**src/rtl/outdiag_pkg.sv**
```systemverilog
`timescale 1ns/1ps
package outdiag_pkg;
    localparam int unsigned CNT_W = 16;
    typedef logic [CNT_W-1:0] cnt_t;

    typedef struct packed {
        logic oc_flag;
        logic ol_flag;
        logic off;
        cnt_t rcnt;
    } chan_st_t;

    typedef struct packed {
        logic tw;
        logic tsd;
    } therm_st_t;
endpackage

```
**src/rtl/outdiag_tick.sv**
```systemverilog
`timescale 1ns/1ps
module outdiag_tick #(
    parameter int unsigned DIV = 4
) (
    input  logic clk,
    input  logic rst_n,
    output logic tick
);
    localparam int unsigned W = (DIV > 1) ? $clog2(DIV) : 1;

    typedef struct packed {
        logic [W-1:0] cnt;
        logic         tick;
    } st_t;

    st_t st_d, st_q;

    always_comb begin
        st_d      = st_q;
        st_d.tick = 1'b0;
        if (st_q.cnt == W'(DIV - 1)) begin
            st_d.cnt  = '0;
            st_d.tick = 1'b1;
        end else begin
            st_d.cnt = st_q.cnt + 1'b1;
        end
    end

    always_ff @(posedge clk or negedge rst_n) begin
        if (!rst_n) st_q <= '0;
        else        st_q <= st_d;
    end

    assign tick = st_q.tick;
endmodule

```
**src/rtl/outdiag_filter.sv**
```systemverilog
`timescale 1ns/1ps
module outdiag_filter
    import outdiag_pkg::*;
#(
    parameter int unsigned LIMIT = 4
) (
    input  logic clk,
    input  logic rst_n,
    input  logic tick,
    input  logic raw,
    output logic hit
);
    cnt_t cnt_d, cnt_q;

    always_comb begin
        cnt_d = cnt_q;
        if (!raw)                              cnt_d = '0;
        else if (tick && (cnt_q < cnt_t'(LIMIT))) cnt_d = cnt_q + 1'b1;
    end

    always_ff @(posedge clk or negedge rst_n) begin
        if (!rst_n) cnt_q <= '0;
        else        cnt_q <= cnt_d;
    end

    assign hit = (cnt_q == cnt_t'(LIMIT));
endmodule

```
**src/rtl/outdiag_chan.sv**
```systemverilog
`timescale 1ns/1ps
module outdiag_chan
    import outdiag_pkg::*;
#(
    parameter int unsigned FAST_TICKS  = 32,
    parameter int unsigned OL_TICKS    = 3000,
    parameter int unsigned RECOV_TICKS = 64
) (
    input  logic clk,
    input  logic rst_n,
    input  logic tick,
    input  logic on_cmd,
    input  logic recov_en,
    input  logic led_mode,
    input  logic oc_raw,
    input  logic ol_raw,
    input  logic clr_oc,
    input  logic clr_ol,
    input  logic tsd_block,
    output logic drive_en,
    output logic oc_flag,
    output logic ol_flag
);
    chan_st_t st_d, st_q;
    logic oc_hit, ol_hit;
    logic oc_qual, ol_qual;

    assign drive_en = on_cmd & ~st_q.off & ~tsd_block;
    assign oc_qual  = oc_raw & drive_en;
    assign ol_qual  = ol_raw & ~on_cmd & ~led_mode;

    outdiag_filter #(.LIMIT(FAST_TICKS)) u_oc_filt (
        .clk(clk), .rst_n(rst_n), .tick(tick), .raw(oc_qual), .hit(oc_hit)
    );

    outdiag_filter #(.LIMIT(OL_TICKS)) u_ol_filt (
        .clk(clk), .rst_n(rst_n), .tick(tick), .raw(ol_qual), .hit(ol_hit)
    );

    always_comb begin
        st_d = st_q;
        if (oc_hit) begin
            st_d.oc_flag = 1'b1;
            st_d.off     = 1'b1;
            st_d.rcnt    = '0;
        end else begin
            if (st_q.off && recov_en && tick) begin
                if (st_q.rcnt == cnt_t'(RECOV_TICKS - 1)) begin
                    st_d.off  = 1'b0;
                    st_d.rcnt = '0;
                end else begin
                    st_d.rcnt = st_q.rcnt + 1'b1;
                end
            end
            if (clr_oc) begin
                st_d.oc_flag = 1'b0;
                st_d.off     = 1'b0;
                st_d.rcnt    = '0;
            end
        end
        if (ol_hit)      st_d.ol_flag = 1'b1;
        else if (clr_ol) st_d.ol_flag = 1'b0;
    end

    always_ff @(posedge clk or negedge rst_n) begin
        if (!rst_n) st_q <= '0;
        else        st_q <= st_d;
    end

    assign oc_flag = st_q.oc_flag;
    assign ol_flag = st_q.ol_flag;
endmodule

```
**src/rtl/outdiag_ctrl.sv**
```systemverilog
`timescale 1ns/1ps
module outdiag_ctrl
    import outdiag_pkg::*;
#(
    parameter int unsigned NCH         = 6,
    parameter int unsigned TICK_DIV    = 250,
    parameter int unsigned FAST_TICKS  = 32,
    parameter int unsigned OL_TICKS    = 3000,
    parameter int unsigned RECOV_TICKS = 64
) (
    input  logic           clk,
    input  logic           rst_n,
    input  logic [NCH-1:0] on_cmd,
    input  logic [NCH-1:0] recov_en,
    input  logic [NCH-1:0] led_mode,
    input  logic [NCH-1:0] oc_raw,
    input  logic [NCH-1:0] ol_raw,
    input  logic           tw_raw,
    input  logic           tsd_raw,
    input  logic           cool_ok,
    input  logic [NCH-1:0] clr_oc,
    input  logic [NCH-1:0] clr_ol,
    input  logic           clr_tw,
    input  logic           clr_tsd,
    output logic [NCH-1:0] drive_en,
    output logic [NCH-1:0] oc_flag,
    output logic [NCH-1:0] ol_flag,
    output logic           tw_flag,
    output logic           tsd_flag
);
    logic tick;
    logic tw_hit, tsd_hit;
    therm_st_t th_d, th_q;

    outdiag_tick #(.DIV(TICK_DIV)) u_tick (
        .clk(clk), .rst_n(rst_n), .tick(tick)
    );

    outdiag_filter #(.LIMIT(FAST_TICKS)) u_tw_filt (
        .clk(clk), .rst_n(rst_n), .tick(tick), .raw(tw_raw), .hit(tw_hit)
    );

    outdiag_filter #(.LIMIT(FAST_TICKS)) u_tsd_filt (
        .clk(clk), .rst_n(rst_n), .tick(tick), .raw(tsd_raw), .hit(tsd_hit)
    );

    always_comb begin
        th_d = th_q;
        if (tw_hit)      th_d.tw = 1'b1;
        else if (clr_tw) th_d.tw = 1'b0;
        if (tsd_hit)                 th_d.tsd = 1'b1;
        else if (clr_tsd && cool_ok) th_d.tsd = 1'b0;
    end

    always_ff @(posedge clk or negedge rst_n) begin
        if (!rst_n) th_q <= '0;
        else        th_q <= th_d;
    end

    assign tw_flag  = th_q.tw;
    assign tsd_flag = th_q.tsd;

    for (genvar i = 0; i < NCH; i++) begin : g_chan
        outdiag_chan #(
            .FAST_TICKS (FAST_TICKS),
            .OL_TICKS   (OL_TICKS),
            .RECOV_TICKS(RECOV_TICKS)
        ) u_chan (
            .clk      (clk),
            .rst_n    (rst_n),
            .tick     (tick),
            .on_cmd   (on_cmd[i]),
            .recov_en (recov_en[i]),
            .led_mode (led_mode[i]),
            .oc_raw   (oc_raw[i]),
            .ol_raw   (ol_raw[i]),
            .clr_oc   (clr_oc[i]),
            .clr_ol   (clr_ol[i]),
            .tsd_block(th_q.tsd),
            .drive_en (drive_en[i]),
            .oc_flag  (oc_flag[i]),
            .ol_flag  (ol_flag[i])
        );
    end
endmodule

```
**config.mk**
```make
export PLATFORM = sky130hd
export DESIGN_NAME = outdiag_ctrl
export DESIGN_NICKNAME = d
export VERILOG_FILES = /design/src/rtl/outdiag_pkg.sv /design/src/rtl/outdiag_tick.sv /design/src/rtl/outdiag_filter.sv /design/src/rtl/outdiag_chan.sv /design/src/rtl/outdiag_ctrl.sv
export SDC_FILE = /design/constraint.sdc
export NUM_CORES = 1
export LEC_CHECK = 0
export BUFFER_PORTS_ARGS = -buffer_cell sky130_fd_sc_hd__buf_4
export CAP_MARGIN = 20
export CORE_AREA = 2 2 187 189
export DETAILED_ROUTE_END_ITERATION = 6
export DIE_AREA = 0 0 189 191
export HOLD_SLACK_MARGIN = 0.05
export PLACE_DENSITY = 0.64
export SETUP_SLACK_MARGIN = 0.15
export SLEW_MARGIN = 10
export SYNTH_ARGS = -nofsm -noshare
export SYNTH_HDL_FRONTEND = slang
export SYNTH_SLANG_ARGS = --single-unit
export TNS_END_PERCENT = 30
```
**constraint.sdc**
```tcl
create_clock -name clk -period 5.55 [get_ports clk]
set_input_delay 0.555 -clock clk [delete_from_list [all_inputs] [get_ports clk]]
set_output_delay 0.555 -clock clk [all_outputs]
set_load 0.02 [all_outputs]
```
==> impl_metrics.py, run 1 <==
metrics = {
    "outcome": {
        "status": "completed",
    },
    "pwr": {
        "p_per_area_nw_per_um2": 276,
        "p_total_uw": 5200,
        "p_comb_frac": 0.027,
        "internal-power_uw": 4120,
        "ir_drop_mv": 0.177,
        "p_leak_uw": 0.00822,
        "clkPwrFrac": 0.483,
        "power.share.sequential": 0.489,
        "switching_share": 0.208,
        "switching_power_uw": 1080,
    },
    "cells_and_area": {
        "layout_common_cells": "349 x dfrtp_1, 213 x nor2_1, 114 x nand2_1",
        "final_area_um2": 18900,
        "final_common_cell": "dfrtp_1",
        "diodes": 0,
        "final_util": 0.553,
        "fillers": 3000,
        "layout.nets": 1800,
        "area_delta_synth_final_pct": 12.1,
        "drive_above_1_share": 0.0960,
    },
    "die": {
        "fp.coreArea_um2": 34100,
        "die_h_um": 191,
        "initial_core_util": 0.493,
        "rows": 68,
        "ios": 69,
        "die-area_um2": 36100,
        "die_w_um": 189,
    },
    "flow_run": {
        "drv_cap": 0,
    },
    "synthesis": {
        "synth_top_area_frac": 0.519,
        "synth_compound_area_frac": 0.0801,
        "synth_top_family_by_area": "simple AND/OR/NAND/NOR gates",
        "synthTopCellsByArea": "dfrtp_1 52%, nor2_1 4.8%, xnor2_1 4.5%",
        "synthDistinctLibCells": 68,
        "synth_cells": 1674,
        "ys_ff_latch": 349,
        "muxShareOfSynthArea": 0.00833,
        "synth_edf_count": 0,
        "yosysSeqAreaShare": 0.519,
        "synth_ff_type": "dfrtp_1",
        "yosys.area_share.xor_xnor": 0.0723,
        "synth_adder_area_share": 0.0268,
        "syn-num-nets": 1759,
        "syn_avg_cell_area_um2": 10.1,
        "yosysTopAreaCell": "dfrtp_1",
        "synthSimpleGateAreaFrac": 0.257,
        "ys_warn_count": 0,
        "async_reset_ff_frac": 1.00,
        "synth_area_um2": 16800,
    },
    "clock_tree": {
        "cts_setup_buffers": 0,
        "ctsHoldBuffers": 0,
        "cts_tree": "yes",
        "cts.path.max_buffers": 3,
        "insertion_delay_ns": 0.51,
        "cts_resized": 0,
        "clockRootBuffer": "clkbuf_16",
        "cts_buffers": 40,
        "path_clk_slew_ns": 0.06,
        "cts_sinks": 349,
        "htree_num_levels": 2,
    },
    "global_routing": {
        "grt_pass1_wl_um": 57500,
        "grt_pass1_vias": 11830,
        "grt_max_degree": 145,
        "grt_overflow": 0,
        "grt.total_usage": 0.188,
        "antenna_found_initial": 0,
    },
    "timing": {
        "finalMaxSlewViolations": 0,
        "tightest_slew_ns": 0.917,
        "rsz0062_at_grt": "false",
        "slew_headroom": 0.384,
        "period_share": 0.450,
        "timing.setup.tns_ns": 0,
        "setup_violations": 0,
        "fmax_mhz": 400,
        "finalHoldViolCount": 0,
        "period_minus_slack_ns": 2.50,
        "skew_ns": 0.0145,
    },
    "drt": {
        "wl_per_cell_um": 15.0,
        "drt-vias-per-instance": 5.51,
        "via_count": 12091,
        "remaining_drc_errors": 0,
        "drtAntennaViolNets": 0,
        "drt_wl_total_um": 33000,
        "drt_iter0_markers": 636,
        "dr.pass1.iters": 4,
    },
    "placed_design": {
        "place.detailed.hpwl_um": 22100,
        "place_congestion": 0.842,
        "portBuffers": 68,
        "place_area_um2": 17600,
    },
    "setup_path": {
        "end_kind": "register",
        "worstPathMaxFanout": 17,
        "reg2regPathDepth": 5,
        "path_cells": "buf_4 -> nand3_1 -> a21oi_1 -> nand4b_1 -> a21oi_1",
        "arrival_ns": 2.91,
        "startpoint_type": "register",
        "cp_data_required_time_ns": 5.97,
        "critPathKind": "register to register",
        "crit_family": "compound AO/OA/AOI/OAI gates",
        "critPathSlowestCell": "dfrtp_1",
        "critical_path.most_common_cell": "a21oi_1",
        "cp.depth": 5,
        "critPathBufInv": 1,
        "critPathMaxStageDelay_ns": 0.70,
    },
    "worst_hold_path": {
        "hp-class": "input pin to async pin",
    },
}
-- logic make-up (layout without fill, tap and decap cells) --
| kind of cell | count (synthesis) | count (layout) |
|---|---|---|
| AO/OA/AOI/OAI | 198 | 198 |
| XOR/XNOR | 139 | 139 |
| adder cells (fa/ha/maj) | 36 | 36 |
| buffers and inverters | 133 | 198 |
| flip-flops | 349 | 349 |
| multiplexers | 14 | 14 |
| AND/OR/NAND/NOR | 805 | 805 |
-- cells in the mapped netlist, drive strengths merged (45+ instances only) --
master,count
dfrtp,349
nor2,214
nand2,114
and3,94
xnor2,87
nand3,82
nand4,57
and2,56
inv,56
a21oi,55
xor2,52
clkbuf,45
-- state kept, by name, indices dropped and copies added, names as in the netlist --
signal	cells
u_tsd_filt.cnt_q	16
g_chan.u_chan.u_ol_filt.cnt_q	96
g_chan.u_chan.ol_flag	6
tsd_flag	1
u_tick.st_q	8
u_tw_filt.cnt_q	16
g_chan.u_chan.st_q	102
u_tick.tick	1
g_chan.u_chan.oc_flag	6
g_chan.u_chan.u_oc_filt.cnt_q	96
tw_flag	1
-- power by group through the flow --
stage          combinational (µW)  sequential, µW  clock [µW]
2_1_floorplan                44.0            2590           0
3_3_place_gp                  147            2590           0
3_5_place_dp                  148            2590           0
4_1_cts                       149            2550        2590
5_1_grt                       164            2540        2700
6_report                      142            2550        2510
-- path summary, 6_finish.rpt --
| check | start | endpoint | slack, ns |
|---|---|---|---|
| max | u_tick.tick$_DFF_PN0_ | g_chan[3].u_chan.st_q[14]$_DFFE_PN0P_ | 3.05 |
| min | rst_n | g_chan[2].u_chan.ol_flag$_DFFE_PN0P_ | 0.05 |
| max reg2reg | u_tick.tick$_DFF_PN0_ | g_chan[3].u_chan.st_q[14]$_DFFE_PN0P_ | 3.05 |
| min reg2reg | g_chan[1].u_chan.u_ol_filt.cnt_q[15]$_DFFE_PN0P_ | g_chan[1].u_chan.u_ol_filt.cnt_q[15]$_DFFE_PN0P_ | 0.48 |
| max in group asynchronous | rst_n | u_tw_filt.cnt_q[12]$_DFFE_PN0P_ | 4.19 |
| min in group clk | clr_ol[2] | g_chan[2].u_chan.ol_flag$_DFFE_PN0P_ | 0.22 |
-- metal layers --
metal | GRT usage | wire length, µm
met2 | 0.297 | 14700
met5 | 0 | 0
met4 | 0.0592 | 805
met3 | 0.0296 | 1290
met1 | 0.266 | 16200
-- through the flow --
stage | setup slack, ns | cells | hold slack (ns)
floorplan | 3.61 | 1674 | 0.259
global placement | 3.13 | 2127 | 0.469
detailed placement | 3.03 | 2127 | 0.471
CTS | 2.55 | 2193 | 0.101
global route | 2.76 | 2194 | 0.156
finish | 3.05 | 2194 | 0.0543
-- area by class of cell --
| class | instances | area (µm²) | share of cell area |
|---|---|---|---|
| clock buffers | 62 | 1210 | 0.0644 |
| clock inverters | 4 | 45.0 | 0.00239 |
| inverters | 56 | 210 | 0.0111 |
| multi-input cells | 1192 | 7480 | 0.397 |
| flip-flops and latches | 349 | 8730 | 0.463 |
| well taps | 455 | 569 | 0.0302 |
| repair buffers | 76 | 601 | 0.0319 |
No activity file was read; power rests on OpenSTA's default activity.
==> run 2, diff against run 1 <==
Clock period 5.55 ns to 2.6 ns, I/O delays scaled along.
==> run 2 against run 1 <==
Utilization is 1.0 points higher; sequential share of layout area is 0.85 points lower; non-clock buffer count up 36.
==> impl_metrics.py, run 2 (synthesis results as in run 1) <==
metrics = {
    "outcome": {
        "status": "completed",
    },
    "cells_and_area": {
        "regMostFlops": "g_chan.u_chan.st_q",
        "largest_reg_flops": 102,
        "layout_common_cells": "349 x dfrtp_1, 213 x nor2_1, 114 x nand2_1",
        "drive_above_1_share": 0.106,
        "top_regs": "g_chan.u_chan.st_q (102), g_chan.u_chan.u_oc_filt.cnt_q (96), g_chan.u_chan.u_ol_filt.cnt_q (96)",
        "final_common_cell": "dfrtp_1",
        "diodes": 0,
        "fillers": 3004,
        "area_delta_synth_final_pct": 14.2,
        "layout.nets": 1835,
    },
    "pwr": {
        "ir_drop_mv": 0.406,
        "power.share.sequential": 0.487,
        "p_per_area_nw_per_um2": 580,
        "internal-power_uw": 8770,
        "switching_power_uw": 2370,
        "p_comb_frac": 0.031,
        "clkPwrFrac": 0.482,
        "switching_share": 0.213,
        "p_leak_uw": 0.00840,
    },
    "setup_path": {
        "arrival_ns": 2.55,
        "worstSetupStartpoint": "g_chan[0].u_chan.u_oc_filt.cnt_q[0]$_DFFE_PN0P_",
        "worstPathMaxFanout": 13,
        "critPathKind": "register to register",
        "critPathSlowestCell": "nand2b_1",
        "startpoint_type": "register",
        "end_kind": "register",
        "cp_data_required_time_ns": 2.98,
        "critical_path.most_common_cell": "nand2b_1",
        "critPathMaxStageDelay_ns": 0.44,
        "path_cells": "inv_1 -> ha_1 -> nor3b_1 -> nand4_1 -> nand2b_1 -> nand2b_1 -> nor2_1",
        "worstReg2RegStart": "g_chan[0].u_chan.u_oc_filt.cnt_q[0]$_DFFE_PN0P_",
    },
    "placed_design": {
        "place_congestion": 0.854,
        "place.detailed.hpwl_um": 22500,
        "portBuffers": 68,
    },
    "timing": {
        "rsz0062_at_grt": "false",
        "setup_violations": 0,
        "finalHoldViolCount": 0,
        "tightest_slew_ns": 0.738,
        "period_minus_slack_ns": 2.18,
        "finalMaxSlewViolations": 0,
        "period_share": 0.837,
        "timing.setup.tns_ns": 0,
        "fmax_mhz": 460,
        "holdWs_ns": 0.0708,
        "skew_ns": 0.0191,
        "slew_headroom": 0.506,
    },
    "clock_tree": {
        "clockRootBuffer": "clkbuf_16",
        "cts_setup_buffers": 0,
        "htree_num_levels": 2,
        "cts_buffers": 39,
        "insertion_delay_ns": 0.52,
        "cts.path.max_buffers": 3,
        "cts_resized": 0,
        "cts_sinks": 349,
        "ctsHoldBuffers": 21,
        "cts_tree": "yes",
        "path_clk_slew_ns": 0.06,
    },
    "drt": {
        "via_count": 12272,
        "drt_wl_total_um": 33300,
        "dr.pass1.iters": 5,
        "drtAntennaViolNets": 0,
        "drt-vias-per-instance": 5.50,
        "drt_iter0_markers": 625,
        "remaining_drc_errors": 0,
        "wl_per_cell_um": 14.9,
    },
    "global_routing": {
        "globalRouteMet2Util": 0.306,
        "met1_usage": 0.272,
        "top_usage_layer": "met2",
        "grt.total_usage": 0.191,
        "grt_pass1_wl_um": 58100,
        "grt_max_degree": 72,
        "grt_overflow": 0,
        "antenna_found_initial": 0,
        "grt_pass1_vias": 12067,
        "grt_use_met3": 0.0281,
    },
    "die": {
        "fp.coreArea_um2": 34100,
        "die_h_um": 191,
        "die_w_um": 189,
        "die-area_um2": 36100,
        "rows": 68,
        "ios": 69,
        "initial_core_util": 0.493,
    },
    "flow_run": {
        "drv_cap": 0,
    },
    "worst_hold_path": {
        "min_from": "tw_raw",
        "hp-class": "input pin to register",
    },
}
run 2: changes by cell type in the layout (fill, tap and decap cells not counted), sizes merged:
cell         before  now
dlygate4sd3       0   21
buf              76   91
clkbuf           62   48
clkinv            3   14
bufinv            1    3
clkinvlp          0    1
inv              56   57
run 2: path summary, 6_finish.rpt:
kind,endpoint,slack (ns),cells past startpoint
max,g_chan[0].u_chan.st_q[11]$_DFFE_PN0P_,0.42,7
min,u_tw_filt.cnt_q[9]$_DFFE_PN0P_,0.07,2
max reg2reg,g_chan[0].u_chan.st_q[11]$_DFFE_PN0P_,0.42,7
min reg2reg,g_chan[1].u_chan.u_ol_filt.cnt_q[13]$_DFFE_PN0P_,0.48,1
max in group asynchronous,g_chan[3].u_chan.u_oc_filt.cnt_q[3]$_DFFE_PN0P_,1.49,3
min in group asynchronous,g_chan[2].u_chan.ol_flag$_DFFE_PN0P_,0.28,2
run 2: per-layer routing:
layer / up-vias / wire, µm
li1: 6064 / -
met1: 5973 / 16300
met2: 183 / 15100
met3: 52 / 1210
met4: 0 / 658
met5: - / 0
run 2: metrics by stage:
step,utilization,cell area (µm²),total power [µW],setup WS [ns],instances
global placement,0.520,17700,5860,0.499,2143
detailed placement,0.520,17700,5860,0.401,2143
floorplan,-,16800,5630,0.662,1674
finish,0.563,19200,11100,0.424,2231
CTS,0.563,19200,11300,0.379,2231
global route,0.563,19200,11600,0.175,2231
run 2: layout make-up:
| cell class | count | area [µm²] | share of cell area |
|---|---|---|---|
| Clock inverter | 19 | 179 | 0.00931 |
| Clock buffer | 48 | 1070 | 0.0558 |
| Tap cell | 455 | 569 | 0.0296 |
| Sequential cell | 349 | 8730 | 0.455 |
| Multi-Input combinational cell | 1192 | 7480 | 0.390 |
| Timing Repair Buffer | 112 | 963 | 0.0502 |
| Inverter | 56 | 210 | 0.0109 |
run 2: worst max-delay path, delay by kind of cell (launching register included):
kind,cells,cell delay (ns)
and+or+nand+nor,5,1.38
buffers and inverters,1,0.10
adders and majority gates,1,0.14
DFF,1,0.42
run 2: power by group through the flow:
stage | sequential, µW | clock (µW) | combinational, µW
2_1_floorplan | 5530 | 0 | 93.9
3_3_place_gp | 5530 | 0 | 326
3_5_place_dp | 5530 | 0 | 330
4_1_cts | 5430 | 5530 | 357
5_1_grt | 5430 | 5740 | 392
6_report | 5430 | 5370 | 344
==> run 3, diff against run 2 <==
Settings changed: ABC_AREA from default to 1, CORE_AREA 2 2 187 189 to 2 2 198 200, DIE_AREA 0 0 189 191 to 0 0 200 202.
Clock period 2.6 ns to 2.02 ns, I/O delays scaled along.
==> run 3 against run 2 <==
Clock skew down 0.011 ns; sequential share of layout area down 5.5 points; sequential cell count unchanged; wire length up 20%; critical path depth down 4; register-to-register slack worse by 0.14 ns; worst hold slack better by 0.023 ns; cell count up 43%; final area up 14%; first-iteration DRC count up 34%.
==> impl_metrics.py, run 3 <==
metrics = {
    "timing": {
        "fmax_mhz": 548,
        "finalMaxSlewViolations": 0,
        "timing.setup.tns_ns": 0,
        "slew_headroom": 0.605,
        "skew_ns": 0.00812,
        "setup_violations": 0,
        "period_share": 0.904,
        "rsz0062_at_grt": "true",
        "setup_slack_ns": 0.195,
        "tightest_slew_ns": 0.591,
        "finalHoldViolCount": 0,
        "period_minus_slack_ns": 1.83,
    },
    "worst_hold_path": {
        "holdPathEnd": "g_chan[5].u_chan.u_oc_filt.cnt_q[4]$_DFFE_PN0P_",
        "hp-class": "input pin to register",
        "hold_path_depth": 4,
        "min_from": "oc_raw[5]",
    },
    "setup_path": {
        "startpoint_type": "register",
        "path_cells": "buf_4 -> nor3b_4 -> buf_4",
        "cp_data_required_time_ns": 1.82,
        "arrival_ns": 1.62,
        "worstReg2RegStart": "g_chan[5].u_chan.st_q[0]$_DFFE_PN0P_",
        "end_kind": "primary output",
        "critical_path.most_common_cell": "buf_4",
        "rr_endpoint": "g_chan[5].u_chan.st_q[12]$_DFFE_PN0P_",
        "reg2regPathDepth": 7,
        "critPathMaxStageDelay_ns": 0.45,
        "worstPathMaxFanout": 5,
        "critPathSlowestCell": "dfrtp_2",
        "reg2reg_setup_slack_ns": 0.28,
        "critPathKind": "register to primary output",
    },
    "synthesis": {
        "synth_cells": 2532,
        "async_reset_ff_frac": 1.00,
        "synth_area_um2": 19000,
        "syn_avg_cell_area_um2": 7.50,
        "syn-num-nets": 2617,
        "synth_ff_type": "dfrtp_1",
        "yosys-top-cells-count": "623 x nand2_1, 464 x nor2_1, 349 x dfrtp_1, 333 x inv_1, 260 x nand3_1",
        "synth_edf_count": 0,
        "yosysTopAreaCell": "dfrtp_1",
        "synth_most_common_cell": "nand2_1",
        "ys_ff_latch": 349,
        "yosysSeqAreaShare": 0.460,
        "synth_top_area_frac": 0.460,
        "ys_warn_count": 0,
        "synthTopCellsByArea": "dfrtp_1 46%, nand2_1 12%, nor2_1 9.2%",
        "synthDistinctLibCells": 44,
    },
    "global_routing": {
        "grt.total_usage": 0.204,
        "grt_pass1_wl_um": 69000,
        "grt_max_degree": 59,
        "top_usage_layer": "met2",
        "met1_usage": 0.275,
        "grt_pass1_vias": 15075,
        "grt_use_met3": 0.0309,
        "grt_overflow": 0,
        "antenna_found_initial": 1,
        "globalRouteMet2Util": 0.339,
    },
    "drt": {
        "drtAntennaViolNets": 0,
        "drt_iter0_markers": 838,
        "drt-vias-per-instance": 4.94,
        "via_count": 15800,
        "remaining_drc_errors": 0,
        "wl_per_cell_um": 12.5,
        "dr.pass1.iters": 5,
        "drt_wl_total_um": 39900,
    },
    "clock_tree": {
        "cts_tree": "yes",
        "htree_num_levels": 2,
        "path_clk_slew_ns": 0.06,
        "clockRootBuffer": "clkbuf_16",
        "cts_buffers": 40,
        "cts.path.max_buffers": 3,
        "insertion_delay_ns": 0.54,
        "cts_sinks": 349,
    },
    "die": {
        "die-area_um2": 40400,
        "ios": 69,
        "die_h_um": 202,
        "initial_core_util": 0.496,
        "die_w_um": 200,
        "fp.coreArea_um2": 38300,
        "rows": 72,
    },
    "cells_and_area": {
        "area_delta_synth_final_pct": 15.0,
        "regMostFlops": "g_chan.u_chan.st_q",
        "diodes": 0,
        "final_area_um2": 21800,
        "drive_above_1_share": 0.101,
        "layout_common_cells": "621 x nand2_1, 464 x nor2_1, 348 x dfrtp_1",
        "layout.nets": 2735,
        "largest_reg_flops": 102,
        "fillers": 3641,
        "final_common_cell": "nand2_1",
        "top_regs": "g_chan.u_chan.st_q (102), g_chan.u_chan.u_oc_filt.cnt_q (96), g_chan.u_chan.u_ol_filt.cnt_q (96)",
    },
    "placed_design": {
        "place_area_um2": 19900,
        "pre_cts_ws_ns": 0.191,
        "portBuffers": 68,
        "place_congestion": 0.869,
        "place.detailed.hpwl_um": 27900,
    },
    "pwr": {
        "p_leak_uw": 0.0104,
        "ir_drop_mv": 0.613,
        "p_per_area_nw_per_um2": 714,
    },
    "outcome": {
        "status": "completed",
    },
    "flow_run": {
        "drv_cap": 0,
    },
}
==> run 3: changes by cell type after synthesis, sizes merged, moves of 17 or more <==
cell and delta:
nand2 +540, inv +288, nor2 +258, nand3 +181
and3 -94, xnor2 -79, and2 -55, o21ai +49
nor4 -38, clkbuf -35, buf +29, nor3 +26
a31oi -20, nor4b -17
==> run 3: metal layers <==
layer | up-vias | share of wire
li1 | 8140 | -
met1 | 7403 | 0.47
met3 | 53 | 0.035
met5 | - | 0.00033
met4 | 2 | 0.020
met2 | 202 | 0.47
==> run 3: cell families (layout without fill, tap and decap cells) <==
group / count (synthesis) / count (layout) / synth area share
DFF: 349 / 349 / 0.460
adders and majority gates: 36 / 36 / 0.0237
AOI/OAI and AO/OA: 153 / 153 / 0.0455
buffers and inverters: 417 / 563 / 0.0959
xor gates and xnor gates: 57 / 57 / 0.0263
and+or+nand+nor: 1520 / 1520 / 0.348
==> run 3: final cells by class <==
cell class | instances | area (µm²) | area share
clock buffers | 54 | 1140 | 0.0524
clock inverters | 16 | 262 | 0.0120
inverters | 346 | 1300 | 0.0597
multi-input cells | 1766 | 8480 | 0.388
flip-flops and latches | 349 | 8730 | 0.400
well taps | 518 | 648 | 0.0297
repair buffers | 147 | 1260 | 0.0577
==> run 3: worst max-delay path by stage <==
stage	start	end	slack [ns]	depth (start not counted)
after floorplan	g_chan[2].u_chan.u_oc_filt.cnt_q[0]$_DFFE_PN0P_	g_chan[2].u_chan.st_q[13]$_DFFE_PN0P_	0.49	10
after global placement	g_chan[0].u_chan.u_oc_filt.cnt_q[0]$_DFFE_PN0P_	g_chan[0].u_chan.st_q[12]$_DFFE_PN0P_	0.27	9
after detailed placement	g_chan[0].u_chan.u_oc_filt.cnt_q[0]$_DFFE_PN0P_	g_chan[0].u_chan.st_q[12]$_DFFE_PN0P_	0.19	9
after CTS	tsd_flag$_DFFE_PN0P_	drive_en[1]	0.15	3
after global routing	g_chan[1].u_chan.st_q[0]$_DFFE_PN0P_	g_chan[1].u_chan.st_q[15]$_DFFE_PN0P_	0.11	8
final	tsd_flag$_DFFE_PN0P_	drive_en[1]	0.19	3
==> run 3: timing repair <==
item / in CTS / in global routing
hold buffers: 35 / 0
hold endpoints to repair: 318 / 0
gates resized for setup: 3 / 12
setup buffers: 3 / 7
pin swaps: 1 / 2
setup endpoints to repair: 3 / 59
==> run 3: per-stage QoR <==
stage | std cells | hold slack, ns | util | total power (µW)
finish | 3196 | 0.0933 | 0.570 | 15600
global route | 3196 | 0.110 | 0.570 | 16200
CTS | 3189 | 0.0655 | 0.567 | 15800
detailed placement | 3081 | 0.181 | 0.521 | 7880
global placement | 3081 | 0.178 | 0.521 | 7870
floorplan | 2532 | -0.0936 | - | 7550
==> run 3: where the power goes <==
part	switching, µW	internal [µW]
sequential	33.4	7030
clock	2910	4860
combinational	496	255
total	3440	12100
==> run 3: critical path, delay by kind of cell, from the launching register on <==
kind | cells | cell delay [ns]
flops | 1 | 0.45
buf+inv | 2 | 0.39
simple gates | 1 | 0.25
